[config.mk]
export PLATFORM = sky130hd
export DESIGN_NAME = pfd_antibacklash
export DESIGN_NICKNAME = d
export VERILOG_FILES = /design/src/rtl/pfd_pkg.sv /design/src/rtl/pfd_edge_det.sv /design/src/rtl/pfd_chan_ff.sv /design/src/rtl/pfd_dly_ctr.sv /design/src/rtl/pfd_antibacklash.sv
export SDC_FILE = /design/constraint.sdc
export NUM_CORES = 1
export LEC_CHECK = 0
export ABC_CLOCK_PERIOD_IN_PS = 1600
export BUFFER_PORTS_ARGS = -buffer_cell sky130_fd_sc_hd__buf_2
export CORE_AREA = 5 5 42 44
export DETAILED_ROUTE_END_ITERATION = 8
export DIE_AREA = 0 0 47 49
export GPL_TIMING_DRIVEN = 0
export PLACE_DENSITY = 0.59
export SLEW_MARGIN = 30
export SYNTH_ARGS = -nofsm -noshare
export SYNTH_HDL_FRONTEND = slang
export SYNTH_HIERARCHICAL = 1
export SYNTH_SLANG_ARGS = --single-unit
[constraint.sdc]
create_clock -name clk -period 1.6 [get_ports clk]
set_clock_uncertainty 0.15 [all_clocks]
set_input_delay 0.16 -clock clk [delete_from_list [all_inputs] [get_ports clk]]
set_output_delay 0.16 -clock clk [all_outputs]
set_load 0.1 [all_outputs]
[src/rtl/pfd_pkg.sv]
package pfd_pkg;

   localparam int unsigned N_CH   = 2;
   localparam int unsigned CH_REF = 0;
   localparam int unsigned CH_FB  = 1;

   // Overlap length selected by the two-bit width code.
   function automatic int unsigned pick_dly(
      input logic [1:0]  code,
      input int unsigned d00,
      input int unsigned d01,
      input int unsigned d10,
      input int unsigned d11
   );
      case (code)
         2'b00:   return d00;
         2'b01:   return d01;
         2'b10:   return d10;
         default: return d11;
      endcase
   endfunction

   function automatic int unsigned max4(
      input int unsigned a,
      input int unsigned b,
      input int unsigned c,
      input int unsigned d
   );
      int unsigned m;
      m = a;
      if (b > m) m = b;
      if (c > m) m = c;
      if (d > m) m = d;
      return m;
   endfunction

endpackage

[src/rtl/pfd_edge_det.sv]
module pfd_edge_det #(
   parameter int unsigned N = 2
) (
   input  logic         clk,
   input  logic         rst_n,
   input  logic [N-1:0] lvl,
   output logic [N-1:0] rise
);

   logic [N-1:0] lvl_q;

   always_ff @(posedge clk or negedge rst_n) begin
      if (!rst_n) lvl_q <= '0;
      else        lvl_q <= lvl;
   end

   assign rise = lvl & ~lvl_q;

endmodule

[src/rtl/pfd_chan_ff.sv]
module pfd_chan_ff (
   input  logic clk,
   input  logic rst_n,
   input  logic ev,
   input  logic busy,
   input  logic expire,
   output logic q
);

   logic held;

   always_ff @(posedge clk or negedge rst_n) begin
      if (!rst_n) begin
         q    <= 1'b0;
         held <= 1'b0;
      end else if (busy) begin
         if (ev)     held <= 1'b1;
         if (expire) q    <= 1'b0;
      end else begin
         q    <= q | ev | held;
         held <= 1'b0;
      end
   end

endmodule

[src/rtl/pfd_dly_ctr.sv]
module pfd_dly_ctr #(
   parameter int unsigned CNT_W = 2
) (
   input  logic             clk,
   input  logic             rst_n,
   input  logic             busy,
   input  logic [CNT_W-1:0] load_m1,
   output logic             expire
);

   logic [CNT_W-1:0] cnt;

   always_ff @(posedge clk or negedge rst_n) begin
      if (!rst_n)              cnt <= '0;
      else if (!busy)          cnt <= load_m1;
      else if (cnt != '0)      cnt <= cnt - CNT_W'(1);
   end

   assign expire = busy && (cnt == '0);

endmodule

[src/rtl/pfd_antibacklash.sv]
module pfd_antibacklash #(
   parameter int unsigned DLY_C00 = 2,
   parameter int unsigned DLY_C01 = 1,
   parameter int unsigned DLY_C10 = 4,
   parameter int unsigned DLY_C11 = 2
) (
   input  logic       clk,
   input  logic       rst_n,
   input  logic       ref_in,
   input  logic       fb_in,
   input  logic [1:0] width_code,
   output logic       up_o,
   output logic       dn_o
);

   import pfd_pkg::*;

   localparam int unsigned MAX_D = max4(DLY_C00, DLY_C01, DLY_C10, DLY_C11);
   localparam int unsigned CNT_W = (MAX_D > 1) ? $clog2(MAX_D) : 1;

   generate
      if (DLY_C00 < 1 || DLY_C01 < 1 || DLY_C10 < 1 || DLY_C11 < 1) begin : g_bad_dly
         $error("pfd_antibacklash: every overlap length must be at least one cycle");
      end
   endgenerate

   logic [N_CH-1:0]  lvl;
   logic [N_CH-1:0]  ev;
   logic [N_CH-1:0]  q;
   logic             busy;
   logic             expire;
   logic [CNT_W-1:0] dly_m1;

   assign lvl[CH_REF] = ref_in;
   assign lvl[CH_FB]  = fb_in;

   pfd_edge_det #(.N(N_CH)) u_edge (
      .clk   (clk),
      .rst_n (rst_n),
      .lvl   (lvl),
      .rise  (ev)
   );

   assign busy = &q;

   always_comb begin
      dly_m1 = CNT_W'(pick_dly(width_code, DLY_C00, DLY_C01, DLY_C10, DLY_C11) - 1);
   end

   pfd_dly_ctr #(.CNT_W(CNT_W)) u_ctr (
      .clk     (clk),
      .rst_n   (rst_n),
      .busy    (busy),
      .load_m1 (dly_m1),
      .expire  (expire)
   );

   generate
      for (genvar ch = 0; ch < N_CH; ch++) begin : g_ch
         pfd_chan_ff u_ff (
            .clk    (clk),
            .rst_n  (rst_n),
            .ev     (ev[ch]),
            .busy   (busy),
            .expire (expire),
            .q      (q[ch])
         );
      end
   endgenerate

   assign up_o = q[CH_REF];
   assign dn_o = q[CH_FB];

endmodule

After elaboration in Yosys (flattened, before gate mapping)
Index checks and enable logic that the tools add are counted.
{"block": "totals", "regBits": 8, "in_bits": 6, "out_inout_bits": 2, "word_cells": 34}
{"block": "op_classes", "addsub": 2, "eq_ne": 6, "muxes": 10, "n_bitwise": 6, "n_reduce_logical": 4}
{"operator": "inequality test 2 bit, second input constant", "count": 4}
{"operator": "two-way mux 1 bit", "count": 7}
{"operator": "two-way mux 2 bit", "count": 2}
{"operator": "bitwise OR 1 bit", "count": 4}
{"operator": "case mux 2 bit (2 select lines)", "count": 1}
{"operator": "subtractor 2 x 1 -> 2 bit, second input constant", "count": 2}
{"operator": "AND 2 bit", "count": 1}
{"operator": "== test 2 x 1 -> 1 bit, second input constant", "count": 1}
{"operator": "== test 2 bit, second input constant", "count": 1}
{"operator": "logical NOT 2 bit", "count": 1}
{"operator": "NOT 2 bit", "count": 1}
{"operator": "AND reduction 2 bit", "count": 1}
{"operator": "nonzero test 2 bit", "count": 1}
{"operator": "logical AND 1 bit", "count": 1}

Depth between registers and ports, before layout
Gate-level depths: netlist of run 1.
{"block": "depth", "depth_word": 5, "ltp_mapped": 4, "mapped_depth_nobuf": 4}

Hierarchy
The synthesis of run 1 kept the hierarchy.
{"mod": "pfd_chan_ff", "instances": 2, "cells_each": 6, "area_per_inst_um2": 77.6, "seq_area_each_um2": 50.0}
{"mod": "pfd_dly_ctr", "instances": 1, "cells_each": 12, "area_per_inst_um2": 121.4, "seq_area_each_um2": 50.0}
{"mod": "pfd_edge_det", "instances": 1, "cells_each": 4, "area_per_inst_um2": 77.6, "seq_area_each_um2": 50.0}
{"mod": "pfd_antibacklash", "instances": 1, "cells_each": 3, "area_per_inst_um2": 21.3, "seq_area_each_um2": 0.0}

Least setup slack after synthesis of run 1
OpenSTA, ideal clock, no wires.
{"block": "synth_timing", "path_type": "register to register", "from": "register g_ch[1].u_ff.q", "to": "register u_ctr.cnt[0]", "setup_time_ns": 0.125, "arrival_ns": 1.612, "required_ns": 1.325, "path_slack_ns": -0.287, "path_stages_with_launch": 3, "path_buffers": 0, "period_less_slack_ns": 1.887, "path_cell_list": "dfrtp_1 -> and2_1 -> mux2_4"}
{"block": "synth_via", "elab_chain_cells": 2, "elab_cells_between_ends": 3, "classes_between": "eq/ne (1); mux (1); reduce/logical (1)"}
{"element": "from (decl)", "line_no": "pfd_chan_ff.sv:7", "source": "output logic q"}
{"element": "from (signal assigned)", "line_no": "pfd_chan_ff.sv:20", "source": "q <= q | ev | held;"}
{"element": "AND reduction 2 bit (*)", "line_no": "pfd_antibacklash.sv:44", "source": "assign busy = &q;"}
{"element": "named net busy", "line_no": "pfd_antibacklash.sv:30", "source": "logic busy;"}
{"element": "inequality test 2 bit (no line) or two-way mux 2 bit (tied branches)"}
{"element": "to (signal assigned)", "line_no": "pfd_dly_ctr.sv:15", "source": "else if (!busy) cnt <= load_m1;"}
{"element": "to (signal assigned)", "line_no": "pfd_dly_ctr.sv:16", "source": "else if (cnt != '0) cnt <= cnt - CNT_W'(1);"}
{"element": "to (decl)", "line_no": "pfd_dly_ctr.sv:11", "source": "logic [CNT_W-1:0] cnt;"}
Mark *: on every way through the listed nets, which the timed path passes. The rest lies on a longest branch.
A chain may end at the register's enable or synchronous reset.

Final worst setup path of run 1
{"block": "layout_timing", "from": "register g_ch[0].u_ff.q", "to": "output up_o"}
{"element": "from (decl)", "line_no": "pfd_chan_ff.sv:7"}
{"element": "from (signal assigned)", "line_no": "pfd_chan_ff.sv:20"}
{"element": "to (decl)", "line_no": "pfd_antibacklash.sv:12", "source": "output logic up_o,"}
No word-level cell between the ends.

==> results of run 1 <==
## per-layer routing
metal  routed length (um)  up-vias  GRT usage
met5                    0        -          0
met4                    0        0     0.0276
met3                   57        0     0.0554
met2                  301       10     0.0950
met1                  280      114     0.0652
li1                     -      128          -
## synthesized netlist by cell type
cell type  n  share of area
a31oi_1    1          0.017
and2_1     1          0.017
and2_2     1          0.020
dfrtp_1    8           0.53
ha_1       1          0.033
inv_1      4          0.040
mux2_4     1          0.040
nand2_1    1          0.010
nand2b_1   1          0.017
nor2_1     1          0.010
nor2b_2    1          0.023
nor2b_4    2          0.073
nor3_2     2          0.053
o21a_1     2          0.040
o22ai_1    2          0.033
or2_1      1          0.017
xnor2_1    1          0.023
## cells by family (layout without fill, tap and decap cells)
logic type | after synthesis | after routing | share of synthesized area
AO/OA/AOI/OAI | 5 | 5 | 0.0900
XOR/XNOR | 1 | 1 | 0.0233
adder cells (fa/ha/maj) | 1 | 1 | 0.0333
buffers and inverters | 4 | 18 | 0.0400
flip-flops | 8 | 8 | 0.533
multiplexers | 1 | 1 | 0.0400
AND/OR/NAND/NOR | 11 | 11 | 0.240
## worst max path at each step
stage               slack, ns  cells past startpoint             end
finish                   0.22                      1            up_o
global route             0.17                      1            up_o
CTS                      0.20                      1            up_o
detailed placement       0.30                      3  g_ch[1].u_ff/q
global placement         0.30                      3  g_ch[1].u_ff/q
floorplan               0.007                      2    u_ctr/cnt[0]
## registers in the layout (all words and copies together) (netlist names)
name / flops
g_ch.u_ff/q: 2
g_ch.u_ff/held: 2
u_ctr/cnt: 2
u_edge/lvl_q: 2
## metrics by stage
step	instances	hold slack [ns]
3_3_place_gp	54	-0.138
6_report	61	0.0452
5_1_grt	61	0.0507
4_1_cts	61	0.0386
3_5_place_dp	54	-0.135
2_1_floorplan	31	-0.286
## timing repair
action | in CTS | in global routing
endpoints found under the setup margin | 0 | 0
setup buffers | 0 | 0
hold buffers | 3 | 0
endpoints found under the hold margin | 10 | 0
gates resized for setup | 0 | 0
## area by class of cell
class / count / area [um^2] / area share
multi-input combinational: 19 / 160 / 0.327
sequential: 8 / 203 / 0.414
tap: 16 / 20.0 / 0.0409
clock buffer: 4 / 26.3 / 0.0537
timing repair buffer: 10 / 65.1 / 0.133
inverter: 4 / 15.0 / 0.0307
## power groups by stage
stage | registers [uW] | clock network [uW] | logic (uW)
floorplan | 459 | 0 | 233
global placement | 337 | 0 | 425
detailed placement | 340 | 0 | 428
CTS | 336 | 180 | 438
global route | 346 | 191 | 473
finish | 334 | 168 | 433
==> impl_metrics.py, run 1 <==
metrics = {
    "setup_path": {
        "cp-end-kind": "primary output",
        "crit_path_max_fanout": 4,
        "r2r_cells": 3,
        "crit_chain": "buf_2",
        "critPathLaunchType": "flop",
        "worst_path_largest_cell_delay_ns": 0.43,
        "worst-r2r-setup-slack_ns": 0.30,
        "reg_to_reg_startpoint": "g_ch[0].u_ff/q",
        "cp_slowest_cell": "buf_2",
        "worstPathBufferInverterCount": 1,
        "required_ns": 1.29,
        "path_delay_family": "buffers and inverters",
        "timing_worst_setup_path_type": "flop to primary output",
        "timing.critical_path.from": "g_ch[0].u_ff/q",
        "r2r_end": "g_ch[0].u_ff/q",
        "worstPathArrival_ns": 1.07,
    },
    "sta": {
        "layout_min_cycle_time_ns": 1.38,
        "setup_total_negative_slack_ns": 0,
        "actual_transition_at_the_worst_max_transition_pin_ns": 0.485,
        "hold_viol_final": 0,
        "max_slew_margin": 0.679,
        "setup_ws_ns": 0.218,
        "grt_setup_unrepaired": "no",
        "period_share": 0.864,
        "fmaxAchievable_mhz": 724,
        "slew_viol_final": 0,
        "finalSetupViolations": 0,
    },
    "power_and_ir_drop": {
        "cell_internal_pwr_uw": 550,
        "comb_power_share": 0.463,
        "netSwitchingPower_uw": 385,
        "total_power_uw": 935,
        "irDropWorstVdd_mv": 0.618,
        "sw_frac_of_total": 0.412,
        "powerDensity_nw_per_um2": 1910,
        "p_clk_frac": 0.180,
        "reg_power_frac": 0.357,
        "p_leak_uw": 0.000232,
    },
    "global_route": {
        "grt_first_pass_wirelength_um": 1020,
        "grt_antenna_before_repair": 0,
        "grt_overflow": 0,
        "pin_count_of_the_biggest_net_entering_global_routing": 9,
        "grt_usage": 0.0652,
        "first_global_vias": 260,
    },
    "floorplan": {
        "chipHeight_um": 49,
        "initial_standard_cell_utilization_of_the_core": 0.268,
        "design.die.area_um2": 2300,
        "fp-row-count": 14,
        "ioPinCount": 8,
        "core_um2": 1400,
        "die_x_um": 47,
    },
    "clocking": {
        "cts_max_path_buffers": 2,
        "clkLatencyLatePin_ns": 0.25,
        "cts.sink_count": 8,
        "cts-root-buf": "clkbuf_4",
        "clock_tree_from_tritoncts": "yes",
        "cts-buffers-inserted": 3,
        "h-tree-depth": 1,
        "clkSlewWorstSetupHoldPaths_ns": 0.06,
    },
    "yosys": {
        "postSynthCellCount": 31,
        "synth-seq-area-share": 0.533,
        "synthesis.area_per_instance_um2": 12.1,
        "synth_cell_types": 17,
        "syn-num-nets": 38,
        "post_synthesis_sequential_element_count": 8,
        "ys.warnings.count": 6,
        "synthesis.area_um2": 375,
    },
    "cells_and_area": {
        "final_core_util": 0.349,
        "final_cell_mix": "7 x buf_2, 6 x dfrtp_1, 4 x inv_1",
        "nNetsFinal": 53,
        "antenna_cells_inserted": 0,
        "mostFrequentLayoutCell": "buf_2",
        "fillCellCount": 155,
        "final_cell_area_um2": 489,
        "area.growth.synth_to_final_pct": 30.3,
        "post_route_cells_drive_above_1_share": 0.422,
    },
    "drt": {
        "via_count": 252,
        "finalWirelength_um": 639,
        "route.detailed.wl_per_inst_um": 10.5,
        "vias_per_cell": 4.13,
        "remaining_drc_errors": 0,
        "firstDrtPassIters": 1,
        "initialDrtViolationCount": 0,
        "count_of_antenna_violating_nets_left_after_detailed_routing": 0,
    },
    "worst_hold_path": {
        "holdPathStages": 4,
        "hold-path-endpoint": "u_ctr/cnt[1]",
        "hold_path_startpoint": "width_code[0]",
        "class_of_the_tightest_hold_or_removal_check": "input pin to flop",
    },
    "placement": {
        "detailed_place.area_um2": 433,
        "dp_slack_ns": 0.300,
        "dp.final_hpwl_um": 460,
        "routabilityCongestion": 0.663,
        "io_buffers": 7,
    },
    "flow_run": {
        "maxCapViolCount": 0,
    },
    "outcome": {
        "run_status": "complete, no violations",
    },
}
Note: power is estimated with default switching activity, not from simulation.
==> run 2, diff against run 1 <==
CAP_MARGIN = 10   (was default)
CELL_PAD_IN_SITES_DETAIL_PLACEMENT = 1   (was default)
CELL_PAD_IN_SITES_GLOBAL_PLACEMENT = 1   (was default)
PLACE_DENSITY = 0.68   (was 0.59)
==> run 2 against run 1 <==
  * Worst hold slack gained 0.012 ns
  * Core utilization unchanged
  * Die area unchanged
  * Total power grew 2.1%
  * Routed wire length up 15%
  * Via count increased by 4.8%
  * Final cell count unchanged
  * First-iteration DRC count did not move
  * Combinational power is 3% higher
==> impl_metrics.py, run 2 (same netlist as run 1, synthesis figures left out) <==
metrics = {
    "setup_path": {
        "critPathLaunchType": "flop",
        "worst_path_largest_cell_delay_ns": 0.43,
        "cp_slowest_cell": "buf_2",
        "required_ns": 1.29,
        "crit_path_max_fanout": 4,
        "timing_worst_setup_path_type": "flop to primary output",
        "reg_to_reg_startpoint": "g_ch[0].u_ff/q",
        "r2r_end": "g_ch[1].u_ff/q",
        "r2r_cells": 3,
        "worstPathBufferInverterCount": 1,
        "worst-r2r-setup-slack_ns": 0.25,
        "cp-end-kind": "primary output",
        "path_delay_family": "buffers and inverters",
        "crit_chain": "buf_2",
        "worstPathArrival_ns": 1.08,
    },
    "placement": {
        "dp.final_hpwl_um": 556,
        "routabilityCongestion": 0.672,
        "io_buffers": 7,
        "detailed_place.area_um2": 433,
    },
    "sta": {
        "fmaxAchievable_mhz": 717,
        "layout_min_cycle_time_ns": 1.39,
        "max_slew_margin": 0.677,
        "period_share": 0.871,
        "actual_transition_at_the_worst_max_transition_pin_ns": 0.488,
        "finalSetupViolations": 0,
        "setup_total_negative_slack_ns": 0,
        "slew_viol_final": 0,
        "grt_setup_unrepaired": "no",
        "hold_viol_final": 0,
    },
    "drt": {
        "count_of_antenna_violating_nets_left_after_detailed_routing": 0,
        "remaining_drc_errors": 0,
        "initialDrtViolationCount": 0,
        "firstDrtPassIters": 1,
        "route.detailed.wl_per_inst_um": 12.0,
        "finalWirelength_um": 734,
        "vias_per_cell": 4.33,
        "via_count": 264,
    },
    "worst_hold_path": {
        "hold-path-endpoint": "u_ctr/cnt[1]",
        "holdPathStages": 4,
        "hold_path_startpoint": "width_code[0]",
        "class_of_the_tightest_hold_or_removal_check": "input pin to flop",
    },
    "floorplan": {
        "core_um2": 1400,
        "fp-row-count": 14,
        "ioPinCount": 8,
        "initial_standard_cell_utilization_of_the_core": 0.268,
        "design.die.area_um2": 2300,
        "die_x_um": 47,
        "chipHeight_um": 49,
    },
    "global_route": {
        "grt_antenna_before_repair": 0,
        "pin_count_of_the_biggest_net_entering_global_routing": 9,
        "first_global_vias": 288,
        "grt_overflow": 0,
        "grt_first_pass_wirelength_um": 1280,
        "grt_usage": 0.0830,
    },
    "clocking": {
        "cts.sink_count": 8,
        "h-tree-depth": 1,
        "clock_tree_from_tritoncts": "yes",
        "clkLatencyLatePin_ns": 0.26,
        "cts-root-buf": "clkbuf_4",
        "cts_max_path_buffers": 2,
        "clkSlewWorstSetupHoldPaths_ns": 0.06,
        "post_cts_setup_buffer_count": 0,
        "cts-buffers-inserted": 3,
    },
    "cells_and_area": {
        "area.growth.synth_to_final_pct": 30.3,
        "nNetsFinal": 53,
        "post_route_cells_drive_above_1_share": 0.422,
        "fillCellCount": 169,
        "final_cell_area_um2": 489,
        "mostFrequentLayoutCell": "buf_2",
        "antenna_cells_inserted": 0,
        "final_core_util": 0.349,
        "final_cell_mix": "7 x buf_2, 6 x dfrtp_1, 4 x inv_1",
    },
    "power_and_ir_drop": {
        "powerDensity_nw_per_um2": 1950,
        "p_leak_uw": 0.000232,
        "irDropWorstVdd_mv": 0.680,
    },
    "outcome": {
        "run_status": "complete, no violations",
    },
    "flow_run": {
        "maxCapViolCount": 0,
    },
}
==> run 2: worst max-delay path by stage <==
stage                         startpoint        endpoint  slack (ns)  depth (start not counted)
final                     g_ch[1].u_ff/q            dn_o        0.21                          1
after global routing      g_ch[1].u_ff/q            dn_o        0.16                          1
after CTS                 g_ch[1].u_ff/q            dn_o        0.18                          1
after detailed placement  g_ch[0].u_ff/q  g_ch[1].u_ff/q        0.25                          3
after global placement    g_ch[0].u_ff/q  g_ch[0].u_ff/q        0.30                          3
after floorplan           g_ch[1].u_ff/q    u_ctr/cnt[0]       0.007                          2
==> run 2: per-stage QoR <==
stage	instances	hold slack [ns]	setup WS, ns	power [uW]
3_3_place_gp	54	-0.136	0.301	762
6_report	61	0.0577	0.206	955
5_1_grt	61	0.0907	0.156	1030
2_1_floorplan	31	-0.286	0.00696	692
3_5_place_dp	54	-0.137	0.255	785
4_1_cts	61	0.0431	0.178	980
==> run 2: metal layers <==
metal	global-route usage	vias to the layer above	wire length, um
li1	-	129	-
met5	0	-	0
met4	0.0276	0	0
met1	0.0944	127	310
met2	0.113	8	364
met3	0.0701	0	59
==> run 2: report_power, final <==
| group | internal (uW) | switching, uW | total, uW |
|---|---|---|---|
| sequential | 282 | 54.6 | 336 |
| clock | 95.7 | 75.0 | 171 |
| combinational | 173 | 275 | 448 |
==> run 2: worst min-delay path, stage by stage <==
cell     delay (ns)
buf_2          0.09
nor2b_2        0.04
nor2_1         0.08
a31oi_1        0.05
==> run 2: repair_timing <==
action                                  4_1_cts  5_1_grt
gates resized for setup                       0        0
hold endpoints to repair                     10        0
endpoints found under the setup margin        0        0
hold buffers                                  3        0
==> run 2: final cells by class <==
type                            count  area (um^2)  share of cell area
Sequential cell                     8          203               0.414
Timing Repair Buffer               10         65.1               0.133
Clock buffer                        4         26.3              0.0537
Tap cell                           16         20.0              0.0409
Inverter                            4         15.0              0.0307
Multi-Input combinational cell     19          160               0.327
==> run 3, diff against run 2 <==
CTS_BUF_LIST = sky130_fd_sc_hd__clkbuf_4   (was default)
GPL_ROUTABILITY_DRIVEN = 1   (was default)
==> run 3 against run 2 <==
  * Register-to-register slack barely moved
  * Maximum frequency down 0.19%
  * Worst hold slack barely moved
  * Sequential share of layout area down 0.32 points
  * Non-clock buffer count stayed put
  * Die area is the same
  * Core utilization is 0.27 points higher
  * Via count increased by 0.38%
  * Combinational power barely moved
==> impl_metrics.py, run 3 (same netlist as run 1, synthesis figures left out) <==
metrics = {
    "sta": {
        "grt_setup_unrepaired": "no",
        "setup_ws_ns": 0.203,
        "finalSetupViolations": 0,
        "hold_ws_ns": 0.0573,
        "actual_transition_at_the_worst_max_transition_pin_ns": 0.488,
        "slew_viol_final": 0,
        "fmaxAchievable_mhz": 716,
        "hold_viol_final": 0,
        "setup_total_negative_slack_ns": 0,
        "layout_min_cycle_time_ns": 1.40,
        "period_share": 0.873,
        "max_slew_margin": 0.677,
    },
    "global_route": {
        "gr-usage-met3": 0.0701,
        "first_global_vias": 289,
        "grt_first_pass_wirelength_um": 1290,
        "grt_usage": 0.0837,
        "grt_antenna_before_repair": 0,
        "grtUsageMet2": 0.115,
        "gr-max-usage-layer": "met2",
        "globalRouteMet1Util": 0.0944,
        "pin_count_of_the_biggest_net_entering_global_routing": 9,
        "grt_overflow": 0,
    },
    "setup_path": {
        "cp-end-kind": "primary output",
        "r2r_cells": 3,
        "crit_chain": "buf_2",
        "cp_slowest_cell": "buf_2",
        "required_ns": 1.29,
        "worstPathBufferInverterCount": 1,
        "worst_path_largest_cell_delay_ns": 0.43,
        "worstPathArrival_ns": 1.09,
        "critPathLaunchType": "flop",
        "worst-path-stages": 1,
        "timing_worst_setup_path_type": "flop to primary output",
        "path_delay_family": "buffers and inverters",
        "crit_path_max_fanout": 4,
    },
    "clocking": {
        "cts-buffers-inserted": 3,
        "cts.sink_count": 8,
        "h-tree-depth": 1,
        "clkLatencyLatePin_ns": 0.26,
        "post_cts_resized": 0,
        "clkSlewWorstSetupHoldPaths_ns": 0.07,
        "clock_tree_from_tritoncts": "yes",
        "cts_max_path_buffers": 2,
        "cts-root-buf": "clkbuf_4",
    },
    "cells_and_area": {
        "fillCellCount": 168,
        "mostFrequentLayoutCell": "buf_2",
        "sequential_cell_area_um2": 203,
        "antenna_cells_inserted": 0,
        "area.growth.synth_to_final_pct": 31.3,
        "final_cell_area_um2": 493,
        "nNetsFinal": 53,
        "area_used_by_multi_input_combinational_logic_um2": 160,
        "non_filler_instance_count_after_layout": 61,
        "final_cell_mix": "7 x buf_2, 6 x dfrtp_1, 4 x clkbuf_4, 4 x inv_1, 3 x dlygate4sd3_1",
        "post_route_cells_drive_above_1_share": 0.444,
    },
    "worst_hold_path": {
        "holdPathStages": 4,
        "class_of_the_tightest_hold_or_removal_check": "input pin to flop",
    },
    "placement": {
        "dpl.cell_count": 54,
        "detailed_place.area_um2": 433,
        "routabilityCongestion": 0.672,
        "io_buffers": 7,
        "dp_slack_ns": 0.255,
        "dp.final_hpwl_um": 556,
    },
    "drt": {
        "finalWirelength_um": 740,
        "firstDrtPassIters": 1,
        "remaining_drc_errors": 0,
        "route.detailed.wl_per_inst_um": 12.1,
        "count_of_antenna_violating_nets_left_after_detailed_routing": 0,
        "initialDrtViolationCount": 0,
        "via_count": 265,
        "vias_per_cell": 4.34,
    },
    "floorplan": {
        "core_um2": 1400,
        "initial_standard_cell_utilization_of_the_core": 0.268,
        "ioPinCount": 8,
        "chipHeight_um": 49,
        "design.die.area_um2": 2300,
        "die_x_um": 47,
        "fp-row-count": 14,
    },
    "power_and_ir_drop": {
        "p_leak_uw": 0.000236,
        "irDropWorstVdd_mv": 0.685,
        "powerDensity_nw_per_um2": 1980,
    },
    "flow_run": {
        "maxCapViolCount": 0,
    },
    "outcome": {
        "run_status": "complete, no violations",
    },
}
run 3: worst paths after layout:
path | slack [ns] | startpoint | end
setup / recovery | 0.20 | g_ch[1].u_ff/q | dn_o
hold / removal | 0.06 | width_code[0] | u_ctr/cnt[1]
setup reg to reg | 0.25 | g_ch[0].u_ff/q | g_ch[1].u_ff/q
hold reg to reg | 0.36 | g_ch[0].u_ff/held | g_ch[0].u_ff/held
max in group asynchronous | 1.01 | rst_n | u_ctr/cnt[1]
min in group asynchronous | 0.11 | rst_n | g_ch[0].u_ff/q
run 3: cell type report:
type | count | share of cell area
sequential | 8 | 0.411
multi-input combinational | 19 | 0.325
timing repair buffer | 10 | 0.132
clock buffer | 4 | 0.0609
inverter | 4 | 0.0305
tap | 16 | 0.0406
run 3: stage by stage:
step	power, uW	util
6_report	974	0.352
2_1_floorplan	692	-
4_1_cts	999	0.352
5_1_grt	1050	0.352
3_5_place_dp	785	0.309
3_3_place_gp	762	0.309
run 3: timing repair:
| action | 4_1_cts | 5_1_grt |
|---|---|---|
| hold buffers | 3 | 0 |
| endpoints found under the hold margin | 10 | 0 |
| buffers inserted | 0 | 0 |
run 3: metal layers:
metal | up-vias | routed length (um)
met4 | 0 | 0
met3 | 0 | 59
met2 | 8 | 363
li1 | 129 | -
met1 | 128 | 317
met5 | - | 0
run 3: power by group:
part	leakage [uW]	internal (uW)	switching, uW	total [uW]
logic	0.000126	173	275	447
registers	0.0000908	282	56.0	338
clock network	0.0000184	113	76.7	189
